[config.mk]
export PLATFORM = sky130hd
export DESIGN_NAME = i2s_stereo_rx
export DESIGN_NICKNAME = d
export VERILOG_FILES = /design/src/rtl/i2s_rx_pkg.sv /design/src/rtl/i2s_rx_frontend.sv /design/src/rtl/i2s_rx_shifter.sv /design/src/rtl/i2s_rx_packer.sv /design/src/rtl/i2s_stereo_rx.sv
export SDC_FILE = /design/constraint.sdc
export NUM_CORES = 1
export LEC_CHECK = 0
export ABC_AREA = 1
export BUFFER_PORTS_ARGS = -buffer_cell sky130_fd_sc_hd__buf_2
export CAP_MARGIN = 20
export CORE_MARGIN = 5
export CORE_UTILIZATION = 60
export DETAILED_ROUTE_END_ITERATION = 8
export PLACE_DENSITY = 0.87
export SETUP_SLACK_MARGIN = 0.15
export SLEW_MARGIN = 20
export SYNTH_ARGS = -nofsm -noshare
export SYNTH_HDL_FRONTEND = slang
export SYNTH_SLANG_ARGS = --single-unit
[constraint.sdc]
create_clock -name clk -period 5.1 [get_ports clk]
set_clock_uncertainty 0.2 [all_clocks]
set_input_delay 1.02 -clock clk [delete_from_list [all_inputs] [get_ports clk]]
set_output_delay 1.02 -clock clk [all_outputs]
set_load 0.05 [all_outputs]
[src/rtl/i2s_rx_pkg.sv]
package i2s_rx_pkg;

    typedef enum logic [2:0] {
        RX_IDLE,
        RX_ARM,
        RX_HUNT,
        RX_SHIFT,
        RX_SKIP
    } rx_state_e;

    localparam logic [2:0] FMT_PACK16 = 3'd5;
    localparam logic [2:0] FMT_PACK8  = 3'd7;

    // Number of data bits carried per slot for a format code
    function automatic logic [5:0] fmt_bits(input logic [2:0] f);
        logic [5:0] b;
        unique case (f)
            3'd0:    b = 6'd32;
            3'd1:    b = 6'd24;
            3'd2:    b = 6'd20;
            3'd3:    b = 6'd18;
            3'd4,
            3'd5:    b = 6'd16;
            default: b = 6'd8;
        endcase
        return b;
    endfunction

endpackage

[src/rtl/i2s_rx_frontend.sv]
module i2s_rx_frontend (
    input  logic clk,
    input  logic rst_n,
    input  logic loop_en,
    input  logic sck,
    input  logic ws,
    input  logic sd_in,
    input  logic tx_sd,
    output logic bit_stb,
    output logic bit_val,
    output logic ws_val
);
    logic sck_q;
    logic sd_sel;

    assign sd_sel = loop_en ? tx_sd : sd_in;

    always_ff @(posedge clk or negedge rst_n) begin
        if (!rst_n) begin
            sck_q   <= 1'b0;
            bit_stb <= 1'b0;
            bit_val <= 1'b0;
            ws_val  <= 1'b0;
        end else begin
            sck_q   <= sck;
            bit_stb <= sck && !sck_q;
            if (sck && !sck_q) begin
                bit_val <= sd_sel;
                ws_val  <= ws;
            end
        end
    end
endmodule

[src/rtl/i2s_rx_shifter.sv]
module i2s_rx_shifter
    import i2s_rx_pkg::*;
#(
    parameter int DATA_W = 32
) (
    input  logic              clk,
    input  logic              rst_n,
    input  logic              enable,
    input  logic [2:0]        fmt_sel,
    input  logic              bit_stb,
    input  logic              bit_val,
    input  logic              ws_val,
    output logic              done,
    output logic [DATA_W-1:0] sample,
    output logic              sample_chan
);
    localparam int CNT_W = $clog2(DATA_W) + 1;

    rx_state_e         state, state_nx;
    logic              ws_prev;
    logic              chan;
    logic [CNT_W-1:0]  cnt;
    logic [DATA_W-1:0] sr;
    logic [DATA_W-1:0] shifted;
    logic              changed;
    logic              last_bit;
    logic [5:0]        len;

    assign len      = fmt_bits(fmt_sel);
    assign changed  = ws_val != ws_prev;
    assign shifted  = {sr[DATA_W-2:0], bit_val};
    assign last_bit = cnt == CNT_W'(len - 6'd1);

    // State register
    always_ff @(posedge clk or negedge rst_n) begin
        if (!rst_n) state <= RX_IDLE;
        else        state <= state_nx;
    end

    // Next-state logic
    always_comb begin
        state_nx = state;
        unique case (state)
            RX_IDLE:  if (enable) state_nx = RX_ARM;
            RX_ARM:   if (bit_stb) state_nx = RX_HUNT;
            RX_HUNT:  if (bit_stb && changed) state_nx = RX_SHIFT;
            RX_SHIFT: if (bit_stb && changed) state_nx = RX_SHIFT;
                      else if (bit_stb && last_bit) state_nx = RX_SKIP;
            RX_SKIP:  if (bit_stb && changed) state_nx = RX_SHIFT;
            default:  state_nx = RX_IDLE;
        endcase
        if (!enable) state_nx = RX_IDLE;
    end

    // Datapath and outputs
    always_ff @(posedge clk or negedge rst_n) begin
        if (!rst_n) begin
            ws_prev     <= 1'b0;
            chan        <= 1'b0;
            cnt         <= '0;
            sr          <= '0;
            done        <= 1'b0;
            sample      <= '0;
            sample_chan <= 1'b0;
        end else begin
            done <= 1'b0;
            if (enable && state != RX_IDLE && bit_stb) begin
                ws_prev <= ws_val;
                if (state == RX_SHIFT) begin
                    sr  <= shifted;
                    cnt <= cnt + 1'b1;
                    if (last_bit) begin
                        done        <= 1'b1;
                        sample      <= shifted;
                        sample_chan <= chan;
                    end
                end
                if (state != RX_ARM && changed) begin
                    cnt  <= '0;
                    sr   <= '0;
                    chan <= ws_val;
                end
            end
        end
    end
endmodule

[src/rtl/i2s_rx_packer.sv]
module i2s_rx_packer
    import i2s_rx_pkg::*;
#(
    parameter int DATA_W = 32
) (
    input  logic              clk,
    input  logic              rst_n,
    input  logic              enable,
    input  logic [2:0]        fmt_sel,
    input  logic              mono_en,
    input  logic              done,
    input  logic [DATA_W-1:0] sample,
    input  logic              sample_chan,
    input  logic              out_ready,
    output logic              out_valid,
    output logic [DATA_W-1:0] out_data,
    output logic              out_chan,
    output logic              overrun
);
    localparam int HALF = DATA_W / 2;
    localparam int QTR  = DATA_W / 4;

    logic [DATA_W-1:0] left_hold;
    logic              left_seen;
    logic              packed_fmt;
    logic [DATA_W-1:0] right_sel;
    logic              emit;
    logic [DATA_W-1:0] edata;
    logic              echan;

    assign packed_fmt = (fmt_sel == FMT_PACK16) || (fmt_sel == FMT_PACK8);
    assign right_sel  = mono_en ? left_hold : sample;

    always_comb begin
        emit  = 1'b0;
        edata = '0;
        echan = 1'b0;
        if (done) begin
            if (!sample_chan) begin
                if (!packed_fmt) begin
                    emit  = 1'b1;
                    edata = sample;
                end
            end else if (left_seen || !(packed_fmt || mono_en)) begin
                emit = 1'b1;
                if (fmt_sel == FMT_PACK16) begin
                    edata = {right_sel[HALF-1:0], left_hold[HALF-1:0]};
                end else if (fmt_sel == FMT_PACK8) begin
                    edata = {{HALF{1'b0}}, right_sel[QTR-1:0], left_hold[QTR-1:0]};
                end else begin
                    edata = right_sel;
                    echan = 1'b1;
                end
            end
        end
    end

    always_ff @(posedge clk or negedge rst_n) begin
        if (!rst_n) begin
            out_valid <= 1'b0;
            out_data  <= '0;
            out_chan  <= 1'b0;
            overrun   <= 1'b0;
            left_hold <= '0;
            left_seen <= 1'b0;
        end else if (!enable) begin
            out_valid <= 1'b0;
            overrun   <= 1'b0;
            left_seen <= 1'b0;
        end else begin
            if (out_valid && out_ready) out_valid <= 1'b0;
            if (emit) begin
                if (out_valid && !out_ready) begin
                    overrun <= 1'b1;
                end else begin
                    out_valid <= 1'b1;
                    out_data  <= edata;
                    out_chan  <= echan;
                end
            end
            if (done) begin
                if (!sample_chan) begin
                    left_hold <= sample;
                    left_seen <= 1'b1;
                end else begin
                    left_seen <= 1'b0;
                end
            end
        end
    end
endmodule

[src/rtl/i2s_stereo_rx.sv]
module i2s_stereo_rx #(
    parameter int DATA_W = 32
) (
    input  logic              clk,
    input  logic              rst_n,
    input  logic              enable,
    input  logic [2:0]        fmt_sel,
    input  logic              mono_en,
    input  logic              loop_en,
    input  logic              sck,
    input  logic              ws,
    input  logic              sd_in,
    input  logic              tx_sd,
    input  logic              out_ready,
    output logic              out_valid,
    output logic [DATA_W-1:0] out_data,
    output logic              out_chan,
    output logic              overrun
);
    logic              bit_stb;
    logic              bit_val;
    logic              ws_val;
    logic              done;
    logic [DATA_W-1:0] sample;
    logic              sample_chan;

    i2s_rx_frontend u_front (
        .clk     (clk),
        .rst_n   (rst_n),
        .loop_en (loop_en),
        .sck     (sck),
        .ws      (ws),
        .sd_in   (sd_in),
        .tx_sd   (tx_sd),
        .bit_stb (bit_stb),
        .bit_val (bit_val),
        .ws_val  (ws_val)
    );

    i2s_rx_shifter #(.DATA_W(DATA_W)) u_shift (
        .clk         (clk),
        .rst_n       (rst_n),
        .enable      (enable),
        .fmt_sel     (fmt_sel),
        .bit_stb     (bit_stb),
        .bit_val     (bit_val),
        .ws_val      (ws_val),
        .done        (done),
        .sample      (sample),
        .sample_chan (sample_chan)
    );

    i2s_rx_packer #(.DATA_W(DATA_W)) u_pack (
        .clk         (clk),
        .rst_n       (rst_n),
        .enable      (enable),
        .fmt_sel     (fmt_sel),
        .mono_en     (mono_en),
        .done        (done),
        .sample      (sample),
        .sample_chan (sample_chan),
        .out_ready   (out_ready),
        .out_valid   (out_valid),
        .out_data    (out_data),
        .out_chan    (out_chan),
        .overrun     (overrun)
    );
endmodule

==> impl_results.md <==
* Status: complete, no violations
* Clock transition at path regs at 60 ps
* Clk pwr share at 0.427
* Pint at 2390 uW
* Setup violators final at 0
* Count of state elements after synthesis at 148
* Sw Ratio at 0.271
* CP top delay family: simple AND/OR/NAND/NOR gates
* GR Util All Layers at 0.233
* Clk_lat worst skew at 440 ps
* Post-Synth Adder-Cell Area at 0.00354
* Setup crit start kind: input port
* Post-synthesis instance total at 828
* Mux cell area share after synthesis at 0
* Fmax at 300 MHz
* Top-level port count at 48
* Die area at 14100 um2
* Simple-gate share of the synthesized area at 0.193
* Unrepaired setup endpoints after global routing: false
* DR vias at 5738
* Share of layout cells above drive strength 1 at 0.152
* First-pass GRT wire length at 26.9 mm
* Power Density at 413 nW/um2
* Crit path DAT at 3420 ps
* Ys Warns at 0
* Ys async rst share at 1.00
* WP buf/inv at 3
* Worst reg2reg setup slack at 2440 ps
* Postcts setup bufs at 0
* P&R area growth vs syn at 12.1%
* Mapped cell area at 7070 um2
* DR WL/cell at 15.4 um
* Initial detailed-routing violation count at 562
* Overflow left after global routing at 0
* WP data required at 5190 ps
* CP endpoint kind: flop
* CP dominant cell by count: nand2_1
* Worst setup margin at 1770 ps
* Leak at 0.00386 uW
* Layout Nets at 869
* Core box area at 11500 um2
* Number of diodes at 0
* IO buf count at 47
* Die Y at 119 um
* Final hold slack at 249 ps
* First-pass detailed-route iteration total at 8
* EDFF count, synth at 0
* DP HPWL at 9.92 mm
* Num rows at 39
* Number of global-route vias before repair at 5619
* NetSw at 888 uW
* Largest net degree at the start of global routing at 120
* Worst-path cell chain: buf_2, inv_2, nand3_2, ha_1, nor2_1, nand2_1, nand2_1, nand2_1, nor2_1, and3_1, nand2_2, buf_4, nand2_1, o21ai_2
* Comb pwr share at 0.144
* Post-Place Setup Slack at 1380 ps
* Endpoints failing hold at 0
* Final Util at 0.692
* Critical Setup Path Class: input port to flop
* Max Cap Violations at 0
* Synth Flop Type: dfrtp_1
* Residual DRC at 0
* Largest family of logic cells by synthesized area: simple AND/OR/NAND/NOR gates
* CP max-delay cell: nand2_2
* Syn nets at 843
* RePlAce Congestion at 0.914
* Post-synthesis sequential area ratio at 0.524
* CTS tree: built
* Worst slew margin at 0.291
* Initial antenna violation count at 0
* Clk sinks at 148
* Distinct cells, synth at 35
* Worst-Margin Slew at 1060 ps
* WL final at 15.6 mm
* Initial cell density of the core at 0.617
* Sequential share of power at 0.428
* Max IR drop VDD at 0.000271 V
* Via density at 5.68
* Synth Area in XOR/XNOR at 0.00601
* Period utilization at 0.653
* Avg Cell Area, Syn at 8.54 um2
* CTS resizes at 0
* Clock root cell: clkbuf_16
* Horiz. Die Dim at 119 um
* Clk buf depth at 2
* Compound-cell area share of the yosys netlist at 0.182
* CTS Hold Bufs at 0
* Worst Hold Class: flop to flop
* Worst-path fanout max at 47
* CTS Buf Count at 17
* # H-tree levels at 4
* Minimum clock period at 3330 ps
* CP peak stage delay at 510 ps
* Antenna Nets Post-Route at 0
* Slew Limit Fails at 0
* Setup TNS at 0 ps
[area by class of cell]
type                    instances  area, um2
clock buffers                  17        425
clock inverters                15        236
fillers                       882       3540
inverters                     100        375
multi-input cells             536       2740
flip-flops and latches        148       3700
well taps                     143        179
repair buffers                 51        274
[sequential cells by signal (all words and copies together), names as in the netlist, 3 cells and up]
name              count
u_shift.cnt           6
u_shift.sample       32
u_pack.left_hold     32
u_pack.out_data      32
u_shift.sr           31
u_shift.state         3
[cell usage after synthesis, types with 4 or more instances]
master / number / area share
a21oi_1: 12 / 0.0085
a22oi_1: 6 / 0.0064
buf_2: 10 / 0.0071
buf_6: 11 / 0.018
clkbuf_1: 20 / 0.011
dfrtp_1: 148 / 0.52
inv_1: 94 / 0.050
inv_2: 6 / 0.0032
nand2_1: 244 / 0.13
nand3_1: 49 / 0.035
nand4_1: 4 / 0.0035
nor2_1: 19 / 0.010
o211ai_1: 9 / 0.0096
o21a_1: 4 / 0.0042
o21ai_0: 96 / 0.068
o21ai_2: 22 / 0.027
o221ai_1: 6 / 0.0074
o221ai_2: 8 / 0.017
o22ai_1: 32 / 0.028
[per-stage QoR]
step / std cells / instance area [um2] / power (uW)
after CTS: 1010 / 7920 / 3290
after global routing: 1010 / 7930 / 3430
after floorplan: 828 / 7070 / 1760
final: 1010 / 7930 / 3280
after global placement: 978 / 7260 / 1860
after detailed placement: 978 / 7260 / 1890
[cells by family after synthesis]
logic type | Yosys count
flops | 148
simple gates | 329
buf+inv | 144
fa+ha+maj | 2
xor+xnor | 4
compound gates | 201
[final timing paths]
path,startpoint,endpoint,cells after the start
worst min-delay path,u_front.sck_q,u_front.bit_stb,1
worst max register to register,u_shift.done,u_pack.out_data[13],7
min in group asynchronous,rst_n,u_shift.sr[21],1
max in group asynchronous,rst_n,u_pack.out_data[10],2
worst max-delay path,fmt_sel[2],u_shift.sample[14],14
worst min register to register,u_front.sck_q,u_front.bit_stb,1
[metal layers]
layer / GRT usage / wire length [um]
met2: 0.352 / 7190
met3: 0.0559 / 1070
met5: 0 / 0
met4: 0.104 / 495
met1: 0.323 / 6810
[layout by cell type, fill, tap and decap left out, drive strengths merged]
| cell | instances |
|---|---|
| o31ai | 1 |
| nand3 | 51 |
| inv | 100 |
| bufinv | 6 |
| xnor2 | 1 |
| ha | 2 |
| o221ai | 14 |
| xor2 | 3 |
| a22oi | 6 |
| a21boi | 1 |
| a21oi | 13 |
| o22ai | 32 |
| o21a | 4 |
| clkinvlp | 3 |
| o21ai | 121 |
| nand4 | 4 |
| clkbuf | 18 |
| o211ai | 9 |
| nor2 | 21 |
| clkinv | 6 |
| and3 | 1 |
| nor3 | 5 |
| buf | 50 |
| dfrtp | 148 |
| nand2 | 247 |
[power by group through the flow]
stage / Clock (uW) / Combinational (uW) / Sequential, uW
after floorplan: 0 / 355 / 1410
after global placement: 0 / 445 / 1420
after detailed placement: 0 / 463 / 1420
after CTS: 1410 / 472 / 1400
after global routing: 1470 / 538 / 1420
final: 1400 / 474 / 1400
[worst reg2reg max path: stages, from the launching register on]
cell and delay (ps):
dfrtp_1 990, a21boi_1 260, nand2_1 110, nor2_2 100, buf_4 360, inv_2 300
nand2_1 160, nand2_1 60
(Power assumes the default switching activity.)
